**config.mk**
```make
export PLATFORM = sky130hd
export DESIGN_NAME = victim_cache
export DESIGN_NICKNAME = d
export VERILOG_FILES = /design/src/rtl/vc_pkg.sv /design/src/rtl/vc_tag_match.sv /design/src/rtl/vc_lru.sv /design/src/rtl/vc_store.sv /design/src/rtl/victim_cache.sv
export SDC_FILE = /design/constraint.sdc
export NUM_CORES = 1
export LEC_CHECK = 0
export CORE_MARGIN = 2
export CORE_UTILIZATION = 45
export DETAILED_ROUTE_END_ITERATION = 7
export HOLD_SLACK_MARGIN = 0.06
export PLACE_DENSITY = 0.67
export SETUP_SLACK_MARGIN = 0.5
export SYNTH_ARGS = -nofsm -noshare
export SYNTH_HDL_FRONTEND = slang
export SYNTH_HIERARCHICAL = 1
export SYNTH_SLANG_ARGS = --single-unit
```
**constraint.sdc**
```tcl
create_clock -name clk -period 19 [get_ports clk]
set_clock_uncertainty 0.2 [all_clocks]
set_input_delay 4.75 -clock clk [delete_from_list [all_inputs] [get_ports clk]]
set_output_delay 4.75 -clock clk [all_outputs]
set_load 0.1 [all_outputs]
```
**src/rtl/vc_pkg.sv**
```systemverilog
package vc_pkg;
  typedef enum logic {
    FILL_VICTIM = 1'b0,
    FILL_MISS   = 1'b1
  } fill_mode_e;

  function automatic int idx_bits(input int n);
    return (n > 1) ? $clog2(n) : 1;
  endfunction
endpackage

```
**src/rtl/vc_tag_match.sv**
```systemverilog
module vc_tag_match #(
  parameter int ENTRIES = 4,
  parameter int ADDR_W  = 26,
  localparam int IDX_W  = vc_pkg::idx_bits(ENTRIES)
) (
  input  logic [ENTRIES-1:0] valid,
  input  logic [ADDR_W-1:0]  tags [ENTRIES],
  input  logic [ADDR_W-1:0]  key,
  output logic [ENTRIES-1:0] match,
  output logic               hit,
  output logic [IDX_W-1:0]   hit_idx
);
  for (genvar g = 0; g < ENTRIES; g++) begin : g_cmp
    assign match[g] = valid[g] && (tags[g] == key);
  end

  assign hit = |match;

  always_comb begin
    hit_idx = '0;
    for (int i = ENTRIES - 1; i >= 0; i--) begin
      if (match[i]) hit_idx = IDX_W'(i);
    end
  end
endmodule

```
**src/rtl/vc_lru.sv**
```systemverilog
module vc_lru #(
  parameter int ENTRIES = 4,
  localparam int IDX_W  = vc_pkg::idx_bits(ENTRIES)
) (
  input  logic               clk,
  input  logic               rst_n,
  input  logic               touch_en,
  input  logic [IDX_W-1:0]   touch_idx,
  input  logic [ENTRIES-1:0] valid,
  output logic [IDX_W-1:0]   repl_idx
);
  localparam logic [IDX_W-1:0] OLDEST = IDX_W'(ENTRIES - 1);

  logic [IDX_W-1:0] age_q [ENTRIES];
  logic [IDX_W-1:0] age_d [ENTRIES];

  always_comb begin
    for (int j = 0; j < ENTRIES; j++) begin
      age_d[j] = age_q[j];
      if (touch_en) begin
        if (IDX_W'(j) == touch_idx)            age_d[j] = '0;
        else if (age_q[j] < age_q[touch_idx])  age_d[j] = age_q[j] + 1'b1;
      end
    end
  end

  always_ff @(posedge clk or negedge rst_n) begin
    if (!rst_n) begin
      for (int j = 0; j < ENTRIES; j++) age_q[j] <= IDX_W'(j);
    end else if (touch_en) begin
      for (int j = 0; j < ENTRIES; j++) age_q[j] <= age_d[j];
    end
  end

  logic             any_free;
  logic [IDX_W-1:0] free_idx;
  logic [IDX_W-1:0] old_idx;

  always_comb begin
    any_free = 1'b0;
    free_idx = '0;
    old_idx  = '0;
    for (int i = ENTRIES - 1; i >= 0; i--) begin
      if (!valid[i]) begin
        any_free = 1'b1;
        free_idx = IDX_W'(i);
      end
      if (age_q[i] == OLDEST) old_idx = IDX_W'(i);
    end
  end

  assign repl_idx = any_free ? free_idx : old_idx;
endmodule

```
**src/rtl/vc_store.sv**
```systemverilog
module vc_store #(
  parameter int ENTRIES = 4,
  parameter int ADDR_W  = 26,
  parameter int LINE_W  = 128,
  localparam int IDX_W  = vc_pkg::idx_bits(ENTRIES)
) (
  input  logic               clk,
  input  logic               rst_n,
  input  logic               flush,
  input  logic               wr_en,
  input  logic [IDX_W-1:0]   wr_idx,
  input  logic [ADDR_W-1:0]  wr_tag,
  input  logic [LINE_W-1:0]  wr_data,
  input  logic               inv_en,
  input  logic [IDX_W-1:0]   inv_idx,
  output logic [ENTRIES-1:0] valid,
  output logic [ADDR_W-1:0]  tags [ENTRIES],
  output logic [LINE_W-1:0]  lines [ENTRIES]
);
  logic [ENTRIES-1:0] valid_d;

  always_comb begin
    valid_d = valid;
    if (inv_en) valid_d[inv_idx] = 1'b0;
    if (wr_en)  valid_d[wr_idx]  = 1'b1;
    if (flush)  valid_d          = '0;
  end

  always_ff @(posedge clk or negedge rst_n) begin
    if (!rst_n) valid <= '0;
    else        valid <= valid_d;
  end

  for (genvar g = 0; g < ENTRIES; g++) begin : g_entry
    logic load;
    assign load = wr_en && (wr_idx == IDX_W'(g));
    always_ff @(posedge clk) begin
      if (load) begin
        tags[g]  <= wr_tag;
        lines[g] <= wr_data;
      end
    end
  end
endmodule

```
**src/rtl/victim_cache.sv**
```systemverilog
module victim_cache #(
  parameter int ENTRIES    = 4,
  parameter int ADDR_W     = 26,
  parameter int WORD_W     = 32,
  parameter int LINE_WORDS = 4,
  localparam int LINE_W    = WORD_W * LINE_WORDS,
  localparam int IDX_W     = vc_pkg::idx_bits(ENTRIES)
) (
  input  logic              clk,
  input  logic              rst_n,
  input  logic              flush,
  input  logic              mode,
  input  logic              miss_valid,
  input  logic [ADDR_W-1:0] miss_addr,
  input  logic              victim_valid,
  input  logic [ADDR_W-1:0] victim_addr,
  input  logic [LINE_W-1:0] victim_data,
  input  logic              refill_valid,
  input  logic [ADDR_W-1:0] refill_addr,
  input  logic [LINE_W-1:0] refill_data,
  output logic              hit_valid,
  output logic [LINE_W-1:0] hit_data,
  output logic              fwd_valid,
  output logic [ADDR_W-1:0] fwd_addr
);
  import vc_pkg::*;

  logic [ENTRIES-1:0] valid_q;
  logic [ADDR_W-1:0]  tag_q  [ENTRIES];
  logic [LINE_W-1:0]  line_q [ENTRIES];
  logic [ENTRIES-1:0] match_vec;
  logic               lk_hit;
  logic [IDX_W-1:0]   lk_idx;
  logic [IDX_W-1:0]   repl_idx;

  fill_mode_e fill_mode;
  assign fill_mode = fill_mode_e'(mode);

  vc_tag_match #(.ENTRIES(ENTRIES), .ADDR_W(ADDR_W)) u_match (
    .valid(valid_q), .tags(tag_q), .key(miss_addr),
    .match(match_vec), .hit(lk_hit), .hit_idx(lk_idx)
  );

  logic             take_victim, take_refill;
  logic             wr_en, inv_en, touch_en;
  logic [IDX_W-1:0] wr_idx, touch_idx;
  logic [ADDR_W-1:0] wr_tag;
  logic [LINE_W-1:0] wr_data;

  always_comb begin
    take_victim = miss_valid && victim_valid && (fill_mode == FILL_VICTIM);
    take_refill = !miss_valid && refill_valid && (fill_mode == FILL_MISS);
    wr_en     = 1'b0;
    wr_idx    = repl_idx;
    wr_tag    = victim_addr;
    wr_data   = victim_data;
    inv_en    = 1'b0;
    touch_en  = 1'b0;
    touch_idx = repl_idx;
    if (miss_valid && lk_hit) begin
      touch_en  = 1'b1;
      touch_idx = lk_idx;
      if (take_victim) begin
        wr_en  = 1'b1;
        wr_idx = lk_idx;
      end else if (fill_mode == FILL_VICTIM) begin
        inv_en = 1'b1;
      end
    end else if (take_victim) begin
      wr_en    = 1'b1;
      touch_en = 1'b1;
    end else if (take_refill) begin
      wr_en    = 1'b1;
      wr_tag   = refill_addr;
      wr_data  = refill_data;
      touch_en = 1'b1;
    end
  end

  vc_store #(.ENTRIES(ENTRIES), .ADDR_W(ADDR_W), .LINE_W(LINE_W)) u_store (
    .clk(clk), .rst_n(rst_n), .flush(flush),
    .wr_en(wr_en), .wr_idx(wr_idx), .wr_tag(wr_tag), .wr_data(wr_data),
    .inv_en(inv_en), .inv_idx(lk_idx),
    .valid(valid_q), .tags(tag_q), .lines(line_q)
  );

  vc_lru #(.ENTRIES(ENTRIES)) u_lru (
    .clk(clk), .rst_n(rst_n), .touch_en(touch_en), .touch_idx(touch_idx),
    .valid(valid_q), .repl_idx(repl_idx)
  );

  logic hit_valid_d, fwd_valid_d, hit_load, fwd_load;
  assign hit_load    = miss_valid && lk_hit;
  assign fwd_load    = miss_valid && !lk_hit;
  assign hit_valid_d = hit_load;
  assign fwd_valid_d = fwd_load;

  always_ff @(posedge clk or negedge rst_n) begin
    if (!rst_n) begin
      hit_valid <= 1'b0;
      fwd_valid <= 1'b0;
    end else begin
      hit_valid <= hit_valid_d;
      fwd_valid <= fwd_valid_d;
    end
  end

  always_ff @(posedge clk) begin
    if (hit_load) hit_data <= line_q[lk_idx];
    if (fwd_load) fwd_addr <= miss_addr;
  end
endmodule

```
Yosys cells after proc, flatten, opt, wreduce, memory -nomap -nowiden
Cells that the tools add are included. Widths: inputs -> output; s select.

Eq/ne operators: 14. Muxes and demuxes: 55. Reductions and logical operators: 29. Add/subtract/negate cells: 4. Bitwise operators: 6. $lt $le $gt $ge: 10.

Operators by type and width (number): $mux 128 (5); $bmux 128 s2 (1); $eq 26x26->1 (4); $mux 26 (3); $mux 2 (26); $logic_and 1x1->1 (16); $mux 1 (14); $eq 2x2->1 const B (6); $mux 4 (3); $add 2x1->2 const B (4); $lt 2x2->1 (4); $reduce_and 2->1 (4); $reduce_bool 2->1 (4); $ge 3x3->1 const B (2); $lt 2x3->1 const B (2); $not 2->3 (2); $and 4x4->4 (1); $bmux 2 s2 (1); $demux 1 s2 (2); $eq 2x2->1 const A (2); $ge 2x1->1 const B (2); $logic_not 2->1 (2); $not 4->4 (1); $or 4x4->4 (1); 5 further kinds (6).

Word-level logic and storage cells: 135. Flip-flop bits (word level): 784. Input port bits: 341.

Logic depth before layout (Yosys ltp)
Gate-level depths: netlist of run 1.

Depth after elaboration: 16. Depth in mapped cells: 18.

Hierarchy
The synthesis of run 1 kept the hierarchy.

Modules (own cells, without submodules): vc_store (area an instance 18728.0 um2, cells each 640, times used 1, seq. area each 18597.8 um2); victim_cache (area an instance 9781.9 um2, cells each 499, times used 1, seq. area each 4674.5 um2); vc_tag_match (area an instance 1261.2 um2, cells each 155, times used 1, seq. area each 0.0 um2); vc_lru (area an instance 798.3 um2, cells each 89, times used 1, seq. area each 205.2 um2).

Least setup slack after synthesis of run 1
No wires, ideal clock.

Kind: input to register. From: input miss_addr[10]. To: register u_store/lines[128] (netlist bit) (enable). Arrival: 13441 ps. Buffers on the path: 3. Stages: 11. Setup time: 670 ps. Data required time: 18130 ps. Slack: 4690 ps. Path through: clkbuf_2 > xnor2_1 > nand4_1 > or4_4 > or2_4 > a211oi_2 > clkbuf_1 > buf_2 > mux2_2 > nand2_1 > nor2_1.

Longest elaborated chain between the ends: 10. Elaborated cells on any way between the ends: 19. Classes of those cells: eq/ne (5); mux (7); reduce/logical (7).

RTL lines: start: declaration (line victim_cache.sv:14) `input logic [ADDR_W-1:0] miss_addr,`; $eq 26x26->1 (line vc_tag_match.sv:14) `assign match[g] = valid[g] && (tags[g] == key);`; $logic_and 1x1->1 (line vc_tag_match.sv:14); $mux 2 (3 in a row) (line vc_tag_match.sv:22) `if (match[i]) hit_idx = IDX_W'(i);`; $mux 2 (*) (line vc_tag_match.sv:22); named net lk_idx[1] (line victim_cache.sv:33) `logic [IDX_W-1:0] lk_idx;`; $mux 2 (*) (line victim_cache.sv:63) `if (take_victim) begin`; $mux 2 (*) (line victim_cache.sv:60) `if (miss_valid && lk_hit) begin`; named net wr_idx[1] (line victim_cache.sv:46) `logic [IDX_W-1:0] wr_idx, touch_idx;`; $eq 2x2->1 (*) (line vc_store.sv:36) `assign load = wr_en && (wr_idx == IDX_W'(g));`; $logic_and 1x1->1 (*) (line vc_store.sv:36); named net u_store.g_entry[2].load (line vc_store.sv:35) `logic load;`; end signal: indexed assignment (line vc_store.sv:40) `lines[g] <= wr_data;`; end: declaration (line vc_store.sv:18) `output logic [LINE_W-1:0] lines [ENTRIES]`.

The timed path passes the listed nets; every way through them passes the cells marked *. A chain may end at the register's enable or synchronous reset.

Final worst setup path of run 1
From: input miss_addr[0]. To: register u_store/lines[168] (netlist bit) (enable).

Same word-level chain as after synthesis.

==> qor.yml, run 1 <==
status:
  status: "complete, no violations"
die:
  io_pins: 497
  dieWidth_um: 265
  start_util_pct: 45.5
  dieArea_um2: 70000
  core-area_um2: 67200
  row_count: 95
  die_y_um: 265
cells_and_area:
  finalNetCount: 2268
  syn2layout_area_growth_pct: 27.3
  fin_util_pct: 57.9
  fillCellCount: 4909
  drive_gt1_share_pct: 22.1
timing:
  tightest_slew_ps: 1200
  hold_slack_ps: 349
  period_needed_ps: 9750
  setup_tns_ps: 0
  worst_slack_ps: 9250
  maxSlewViolCount: 0
  period_share_pct: 51.3
  slew_headroom_pct: 19.9
  fmax_mhz: 103
  setup_viol: 0
  hold_viol: 0
  rsz0062_at_grt: "no"
synth:
  synth_warnings: 6
  postSynthAreaPerCell_um2: 22.1
  syn-instance-count: 1381
  mappedNetlistArea_um2: 30600
  syn-num-nets: 1730
critical_path:
  crit_fanout: 134
  cp.required_ps: 19020
  crit_path_end_kind: "flop"
  cp-start-kind: "input pin"
  critPathKind: "input pin to flop"
  reg2reg_to: "u_store/lines[168]"
  worst-r2r-cell-count: 10
  crit_arrival_ps: 9770
  rr_startpoint: "u_store/tags[26]"
  r2r_slack_ps: 13670
cts:
  path_clk_slew_ps: 60
  clockRootBuffer: "clkbuf_16"
  cts_buffers: 77
  ctsHoldBuffers: 0
  clock_path_buffers: 3
  insertion_delay_ps: 610
  cts_resized: 0
  cts_tree: "yes"
  cts_setup_buffers: 0
  htree_num_levels: 3
  cts_sinks: 784
pwr:
  p_sw_share_pct: 20.5
  leakage_nw: 12.4
  power.switching_w: 0.000767
  clkPwrFrac_pct: 40.6
  pwr_density_cell_nw_per_um2: 96.4
  p_int_w: 0.00298
  ir_drop_mv: 0.0615
  finalPower_w: 0.00375
  power.share.sequential_pct: 52.5
  combPwrFrac_pct: 6.9
hold_path:
  holdPathEnd: "u_lru/age_q[0]"
  hp-class: "flop to flop"
  hold_depth: 1
  min_from: "u_lru/age_q[0]"
route:
  drt-pass1-iter-count: 5
  vias_per_cell: 5.25
  first_iter_violations: 1077
  vias: 15000
  drt_drc_violations_left: 0
  wire_per_inst_um: 22.8
  routed_wl_um: 65200
  drtAntennaViolNets: 0
global_routing:
  antenna_found_initial: 2
  use_met2_pct: 31.8
  busiest_layer: "met2"
  met3_usage_pct: 4.03
  globalRouteMet1Util_pct: 24.4
  track_usage_pct: 18.6
  grt_first_pass_wirelength_um: 97300
  grt_pass1_vias: 15800
  grt_max_degree: 135
  grt_remaining_overflow: 0
job:
  cap_violations: 0
placed_design:
  pre_cts_slack_ps: 8540
  place_hpwl_um: 41900
  io_buffers: 496
  place.gp.congestion: 0.849
## layout by cell type, fill, tap and decap left out, types with 10 or more instances in the layout
cell type        instances
clkinv_2                11
buf_4                   17
mux4_2                 128
xnor2_1                 68
clkinv_1                11
mux2_2                 159
clkbuf_1                20
xor2_1                  33
clkbuf_16               79
clkdlybuf4s50_1        495
dfrtp_1                 10
edfxtp_1               770
nand4_1                 19
nand2_1                 17
## sequential cells by signal (all words and copies together), names as in the netlist
register       cells
hit_valid          1
u_store/lines    512
u_store/tags     104
fwd_valid          1
u_lru/age_q        8
hit_data         128
u_store/valid      4
fwd_addr          26
## stage by stage
| step | cell area [µm²] | cells |
|---|---|---|
| 2_1_floorplan | 30600 | 1381 |
| 3_3_place_gp | 36400 | 2713 |
| 3_5_place_dp | 36400 | 2713 |
| 4_1_cts | 38900 | 2855 |
| 5_1_grt | 38900 | 2855 |
| 6_report | 38900 | 2856 |
## power groups by stage
stage | logic [W] | clock network, W | registers, W
2_1_floorplan | 0.000103 | 0 | 0.00204
3_3_place_gp | 0.000254 | 0 | 0.00200
3_5_place_dp | 0.000260 | 0 | 0.00201
4_1_cts | 0.000261 | 0.00156 | 0.00197
5_1_grt | 0.000275 | 0.00163 | 0.00197
6_report | 0.000258 | 0.00152 | 0.00197
## worst max path at each step
stage | slack [ps] | from | end
4_1_cts | 9180 | miss_addr[23] | u_store/lines[304]
2_1_floorplan | 4700 | miss_addr[10] | u_store/lines[128]
3_3_place_gp | 8620 | miss_addr[0] | u_store/lines[168]
5_1_grt | 8950 | miss_addr[23] | u_store/lines[296]
6_report | 9250 | miss_addr[0] | u_store/lines[168]
3_5_place_dp | 8540 | miss_addr[23] | u_store/lines[296]
## cell type report
class	instances	area, µm²	share of cell area, %
multi-input combinational	536	6660	17.1
sequential	784	23500	60.3
inverter	7	31.3	0.0804
clock buffer	102	2090	5.38
tap	873	1090	2.81
antenna	1	2.50	0.00643
clock inverter	40	458	1.18
timing repair buffer	513	5100	13.1
## critical path, stage by stage
cell and delay [ps]:
clkdlybuf4s50_1 690, xnor2_1 170, nand4_1 150, or4_4 570
or2_4 280, a211oi_4 280, buf_12 610, mux2_2 420
nand2_1 140, nor2_4 670, buf_4 860
## metal layers
layer	up-vias	routed length (µm)
met5	-	0
met4	0	1040
met3	70	3950
met2	477	33400
met1	7707	26800
li1	6748	-
(Power assumes the default switching activity.)
==> run 2: changes to the inputs <==
PLACE_DENSITY = 0.7   (was 0.67)
clock period = 8.7 ns   (was 19 ns; I/O delays follow)
==> run 2 against run 1 <==
  * Count of clock-buffer cells in the layout down 7
  * Sequential cell count unchanged
  * Total power up 110%
  * Sequential power up 120%
  * Utilization about the same
  * Largest power group unchanged
==> qor.yml, run 2 (same netlist as run 1, synthesis figures left out) <==
critical_path:
  rr_startpoint: "u_store/tags[26]"  # unchanged
  crit_path_end_kind: "flop"  # unchanged
  worstPathCellList: "clkdlybuf4s50_1, xnor2_1, nand4_1, or4_4, or2_4, o2111ai_1, nand3_1, mux2_2, nand2b_1, nor2_4, buf_4"  # was clkdlybuf4s50_1, xnor2_1, nand4_1, or4_4, or2_4, a211oi_4, buf_12, mux2_2, nand2_1, nor2_4, buf_4
  slowest_delay_ps: 880  # was 860 ps
  r2r_slack_ps: 4300  # was 13,670 ps
  cp_slowest_cell: "nor2_4"  # was buf_4
  crit_arrival_ps: 6290  # was 9770 ps
  critPathKind: "input pin to flop"  # unchanged
  cp-start-kind: "input pin"  # unchanged
  reg2reg_to: "u_store/lines[488]"  # was u_store/lines[168]
  crit_fanout: 26  # was 134
  worst-r2r-cell-count: 10  # unchanged
  cp.required_ps: 8790  # was 19,020 ps
placed_design:
  place.gp.congestion: 0.847  # was 0.849
  place_hpwl_um: 41700  # was 41,900 µm
  io_buffers: 496  # unchanged
global_routing:
  grt_max_degree: 98  # was 135
  grt_remaining_overflow: 0  # unchanged
  grt_first_pass_wirelength_um: 96600  # was 97,300 µm
  grt_pass1_vias: 15800  # about the same
  antenna_found_initial: 1  # was 2
  track_usage_pct: 18.5  # was 18.6%
pwr:
  leakage_nw: 12.4  # about the same
  finalPower_w: 0.00803  # was 0.00375 W
  pwr_density_cell_nw_per_um2: 206  # was 96.4 nW/µm²
  ir_drop_mv: 0.149  # was 0.0615 mV
job:
  cap_violations: 0  # unchanged
die:
  core-area_um2: 67200  # unchanged
  start_util_pct: 45.5  # unchanged
  row_count: 95  # unchanged
  dieArea_um2: 70000  # unchanged
  dieWidth_um: 265  # unchanged
  die_y_um: 265  # unchanged
  io_pins: 497  # unchanged
cells_and_area:
  final_cell_mix: "edfxtp_1 (770), clkdlybuf4s50_1 (495), mux2_2 (159)"  # unchanged
  largest_register_ffs: 512  # unchanged
  drive_gt1_share_pct: 22.4  # was 22.1%
  syn2layout_area_growth_pct: 27.4  # was 27.3%
  multi_input_area_um2: 6660  # unchanged
  top_register: "u_store/lines"  # unchanged
  n_antenna_cell: 0  # was 1
  reg_top3: "u_store/lines: 512 flops, hit_data: 128 flops, u_store/tags: 104 flops"  # unchanged
  layout.area.seq_um2: 23500  # unchanged
  fillCellCount: 4817  # was 4,909
  finalNetCount: 2281  # was 2,268
  final_common_cell: "edfxtp_1"  # unchanged
timing:
  fmax_mhz: 162
  maxSlewViolCount: 0  # unchanged
  tightest_slew_ps: 1180  # was 1200 ps
  slew_headroom_pct: 21.3  # was 19.9%
  setup_viol: 0  # unchanged
  setup_tns_ps: 0  # unchanged
  period_needed_ps: 6190
  hold_viol: 0  # unchanged
  period_share_pct: 71.2
  rsz0062_at_grt: "no"  # unchanged
route:
  vias: 15200  # was 15,000
  routed_wl_um: 64400  # was 65,200 µm
  drt_drc_violations_left: 0  # unchanged
  first_iter_violations: 1088  # was 1,077
  drt-pass1-iter-count: 5  # unchanged
  wire_per_inst_um: 22.5  # was 22.8 µm
  vias_per_cell: 5.30  # was 5.25
  drtAntennaViolNets: 0  # unchanged
cts:
  path_clk_slew_ps: 60  # about the same
  cts_sinks: 784  # unchanged
  cts_buffers: 79  # was 77
  htree_num_levels: 3  # unchanged
  clockRootBuffer: "clkbuf_16"  # unchanged
  cts_setup_buffers: 0  # unchanged
  cts_tree: "yes"  # unchanged
  cts_resized: 0  # unchanged
  clock_path_buffers: 3  # unchanged
  ctsHoldBuffers: 0  # unchanged
  insertion_delay_ps: 620  # was 610 ps
status:
  status: "complete, no violations"  # unchanged
hold_path:
  hp-class: "flop to flop"  # unchanged
  min_from: "u_lru/age_q[0]"  # unchanged
  hold_depth: 1  # unchanged
  holdPathEnd: "u_lru/age_q[0]"  # unchanged
## run 2: changes by cell type in the layout (fill, tap and decap cells not counted), moves of 2 or more
cell,delta
clkbuf_8,-3
clkinv_1,+6
buf_12,+7
clkbuf_1,-5
buf_4,+4
clkinv_2,+2
bufinv_16,-6
## run 2: worst max-delay path by stage
stage | end | slack, ps | from
finish | u_store/lines[488] | 2510 | miss_addr[0]
global route | u_store/lines[486] | 2240 | miss_addr[0]
CTS | u_store/lines[490] | 2510 | miss_addr[0]
detailed placement | u_store/lines[488] | 1850 | miss_addr[0]
global placement | u_store/lines[490] | 1920 | miss_addr[0]
floorplan | u_store/lines[128] | 1240 | miss_addr[10]
## run 2: layer usage
layer	up-vias	share of wire, %	GRT usage (%)
met1	7782	40	24.5
met5	-	0.019	0
met2	549	51	31.5
met4	2	1.9	5.25
li1	6769	-	-
met3	87	6.6	3.44
## run 2: worst max-delay path, delay by kind of cell
kind	cells	cell delay, ps
compound gates	1	220
xor+xnor	1	170
buf+inv	2	1070
mux	1	370
simple gates	6	2260
## run 2: area by class of cell
type | count | share of cell area (%)
inverter | 7 | 0.0803
sequential | 784 | 60.3
timing repair buffer | 524 | 13.5
multi-input combinational | 536 | 17.1
clock buffer | 95 | 5.28
tap | 873 | 2.80
clock inverter | 45 | 0.919
## run 2: power by group
group	internal (W)	total, W	switching (W)
logic	0.000282	0.000570	0.000288
clock network	0.00179	0.00316	0.00138
registers	0.00426	0.00430	0.0000346
## run 2: stage by stage
stage | setup slack [ps] | hold slack [ps] | instance area (µm²) | util, % | instances
2_1_floorplan | 1240 | 317 | 30600 | - | 1381
3_3_place_gp | 1920 | 333 | 36500 | 54.4 | 2724
3_5_place_dp | 1850 | 343 | 36500 | 54.4 | 2724
4_1_cts | 2510 | 350 | 38900 | 58.0 | 2864
5_1_grt | 2240 | 369 | 38900 | 58.0 | 2864
6_report | 2510 | 353 | 38900 | 58.0 | 2864
==> run 3: changes to the inputs <==
clock period = 5.34 ns   (was 8.7 ns; I/O delays follow)
==> run 3 against run 2 <==
  * First-iteration DRC count increased by 0.64%
  * Total power grew 66%
  * Sequential share of layout area down 1.5 points
  * Routed wire length up 3.0%
  * Sequential cell count is the same
  * Clock power is 69% higher
  * Critical path depth grew 2
  * Via count up 1.6%
  * Critical path type unchanged
  * Largest power group unchanged
==> qor.yml, run 3 (same netlist as run 1, synthesis figures left out) <==
pwr:
  combPwrFrac_pct: 7.3  # was 7.1%
  power.switching_w: 0.00276  # was 0.00170 W
  pwr_density_cell_nw_per_um2: 333  # was 206 nW/µm²
  p_sw_share_pct: 20.7  # was 21.2%
  clkPwrFrac_pct: 40.1  # was 39.4%
  p_int_w: 0.0106  # was 0.00633 W
  leakage_nw: 13.0  # was 12.4 nW
  power.share.sequential_pct: 52.6  # was 53.5%
  ir_drop_mv: 0.244  # was 0.149 mV
critical_path:
  crit_fanout: 5  # was 26
  cp.required_ps: 5620  # was 8790 ps
  slowest_delay_ps: 550  # was 880 ps
  crit_buf_inv: 2  # unchanged
  crit_path_end_kind: "flop"  # unchanged
  worstPathCellList: "clkdlybuf4s50_1, xnor2_1, nand4_1, or4_4, o2111ai_2, nand2_1, mux2_2, mux4_1, inv_2, ha_1, o311ai_1, o21ai_0, a22o_1"  # was clkdlybuf4s50_1, xnor2_1, nand4_1, or4_4, or2_4, o2111ai_1, nand3_1, mux2_2, nand2b_1, nor2_4, buf_4
  cp-start-kind: "input pin"  # unchanged
  cp_slowest_cell: "clkdlybuf4s50_1"  # was nor2_4
  crit_family: "multiplexers"  # was simple AND/OR/NAND/NOR gates
  crit_arrival_ps: 4950  # was 6290 ps
  critPathKind: "input pin to flop"  # unchanged
timing:
  hold_viol: 0  # unchanged
  tightest_slew_ps: 1110  # was 1180 ps
  period_needed_ps: 4670
  rsz0062_at_grt: "no"  # unchanged
  fmax_mhz: 214
  hold_slack_ps: 353  # about the same
  setup_viol: 0  # unchanged
  maxSlewViolCount: 0  # unchanged
  slew_headroom_pct: 25.8  # was 21.3%
  period_share_pct: 87.5
route:
  first_iter_violations: 1095  # was 1,088
  drt-pass1-iter-count: 5  # unchanged
  drt_drc_violations_left: 0  # unchanged
  drtAntennaViolNets: 0  # unchanged
  wire_per_inst_um: 22.7  # was 22.5 µm
  routed_wl_um: 66400  # was 64,400 µm
  vias: 15400  # was 15,200
  vias_per_cell: 5.28  # was 5.30
cts:
  insertion_delay_ps: 600  # was 620 ps
  cts_setup_buffers: 0  # unchanged
  htree_num_levels: 3  # unchanged
  cts_buffers: 78  # was 79
  path_clk_slew_ps: 60  # about the same
  clockRootBuffer: "clkbuf_16"  # unchanged
  ctsHoldBuffers: 0  # unchanged
  clock_path_buffers: 3  # unchanged
  cts_tree: "yes"  # unchanged
  cts_sinks: 784  # unchanged
  cts_resized: 0  # unchanged
die:
  start_util_pct: 45.5  # unchanged
  core-area_um2: 67200  # unchanged
  dieArea_um2: 70000  # unchanged
  die_y_um: 265  # unchanged
  dieWidth_um: 265  # unchanged
  io_pins: 497  # unchanged
  row_count: 95  # unchanged
cells_and_area:
  top_register: "u_store/lines"  # unchanged
  fin_util_pct: 59.5  # was 58.0%
  reg_top3: "u_store/lines: 512 flops, hit_data: 128 flops, u_store/tags: 104 flops"  # unchanged
  n_antenna_cell: 0  # unchanged
  drive_gt1_share_pct: 25.8  # was 22.4%
  finalNetCount: 2338  # was 2,281
  final_common_cell: "edfxtp_1"  # unchanged
  largest_register_ffs: 512  # unchanged
  syn2layout_area_growth_pct: 30.7  # was 27.4%
  final_cell_mix: "edfxtp_1 (770), clkdlybuf4s50_1 (484), mux2_2 (157)"  # was edfxtp_1 (770), clkdlybuf4s50_1 (495), mux2_2 (159)
hold_path:
  hp-class: "flop to flop"  # unchanged
placed_design:
  io_buffers: 496  # unchanged
  place_hpwl_um: 43800  # was 41,700 µm
  place.gp.congestion: 0.803  # was 0.847
global_routing:
  grt_first_pass_wirelength_um: 98800  # was 96,600 µm
  track_usage_pct: 18.8  # was 18.5%
  grt_max_degree: 74  # was 98
  grt_remaining_overflow: 0  # unchanged
  antenna_found_initial: 0  # was 1
  grt_pass1_vias: 16400  # was 15,800
status:
  status: "complete, no violations"  # unchanged
job:
  cap_violations: 0  # unchanged
[run 3: cell type report]
cell class              count  area [µm²]
clock inverters            47         450
repair buffers            582        6080
flip-flops and latches    784       23500
well taps                 873        1090
inverters                   7        30.0
multi-input cells         536        6750
fillers                  4799       27200
clock buffers              91        2060
[run 3: worst paths after layout]
kind                                        to  depth (start not counted)             start  slack [ps]
worst min-delay path            u_lru/age_q[0]                          1    u_lru/age_q[0]         350
worst min register to register  u_lru/age_q[0]                          1    u_lru/age_q[0]         350
max in group asynchronous       u_lru/age_q[2]                          1             rst_n        3430
worst max register to register  u_lru/age_q[7]                         12  u_store/tags[34]        1540
min in group asynchronous            hit_valid                          1             rst_n        1000
worst max-delay path            u_lru/age_q[7]                         13     miss_addr[18]         670
[run 3: layer usage]
layer	wire length, µm	GRT usage [%]	vias up	part of all wire [%]
met5	0	0	-	0
met4	1290	5.56	0	1.9
met3	4000	3.44	86	6.0
met2	34200	33.0	506	52
met1	26800	23.9	7952	40
li1	-	-	6888	-
[run 3: stage by stage]
| step | total power [W] | instances | worst slack (ps) | setup TNS [ps] | instance area, µm² |
|---|---|---|---|---|---|
| 5_1_grt | 0.0137 | 2920 | 524 | 0 | 39900 |
| 4_1_cts | 0.0135 | 2920 | 631 | 0 | 39900 |
| 3_3_place_gp | 0.00807 | 2782 | 67.8 | 0 | 37400 |
| 3_5_place_dp | 0.00811 | 2782 | 15.1 | 0 | 37400 |
| 2_1_floorplan | 0.00761 | 1381 | -896 | -381420 | 30700 |
| 6_report | 0.0133 | 2920 | 669 | 0 | 39900 |
[run 3: power by group through the flow]
stage                     clock, W  combinational (W)  sequential (W)
after floorplan                  0           0.000374         0.00724
after global placement           0           0.000950         0.00712
after detailed placement         0           0.000977         0.00713
after CTS                  0.00547           0.000983         0.00700
after global routing       0.00569            0.00103         0.00701
final                      0.00534           0.000975         0.00701
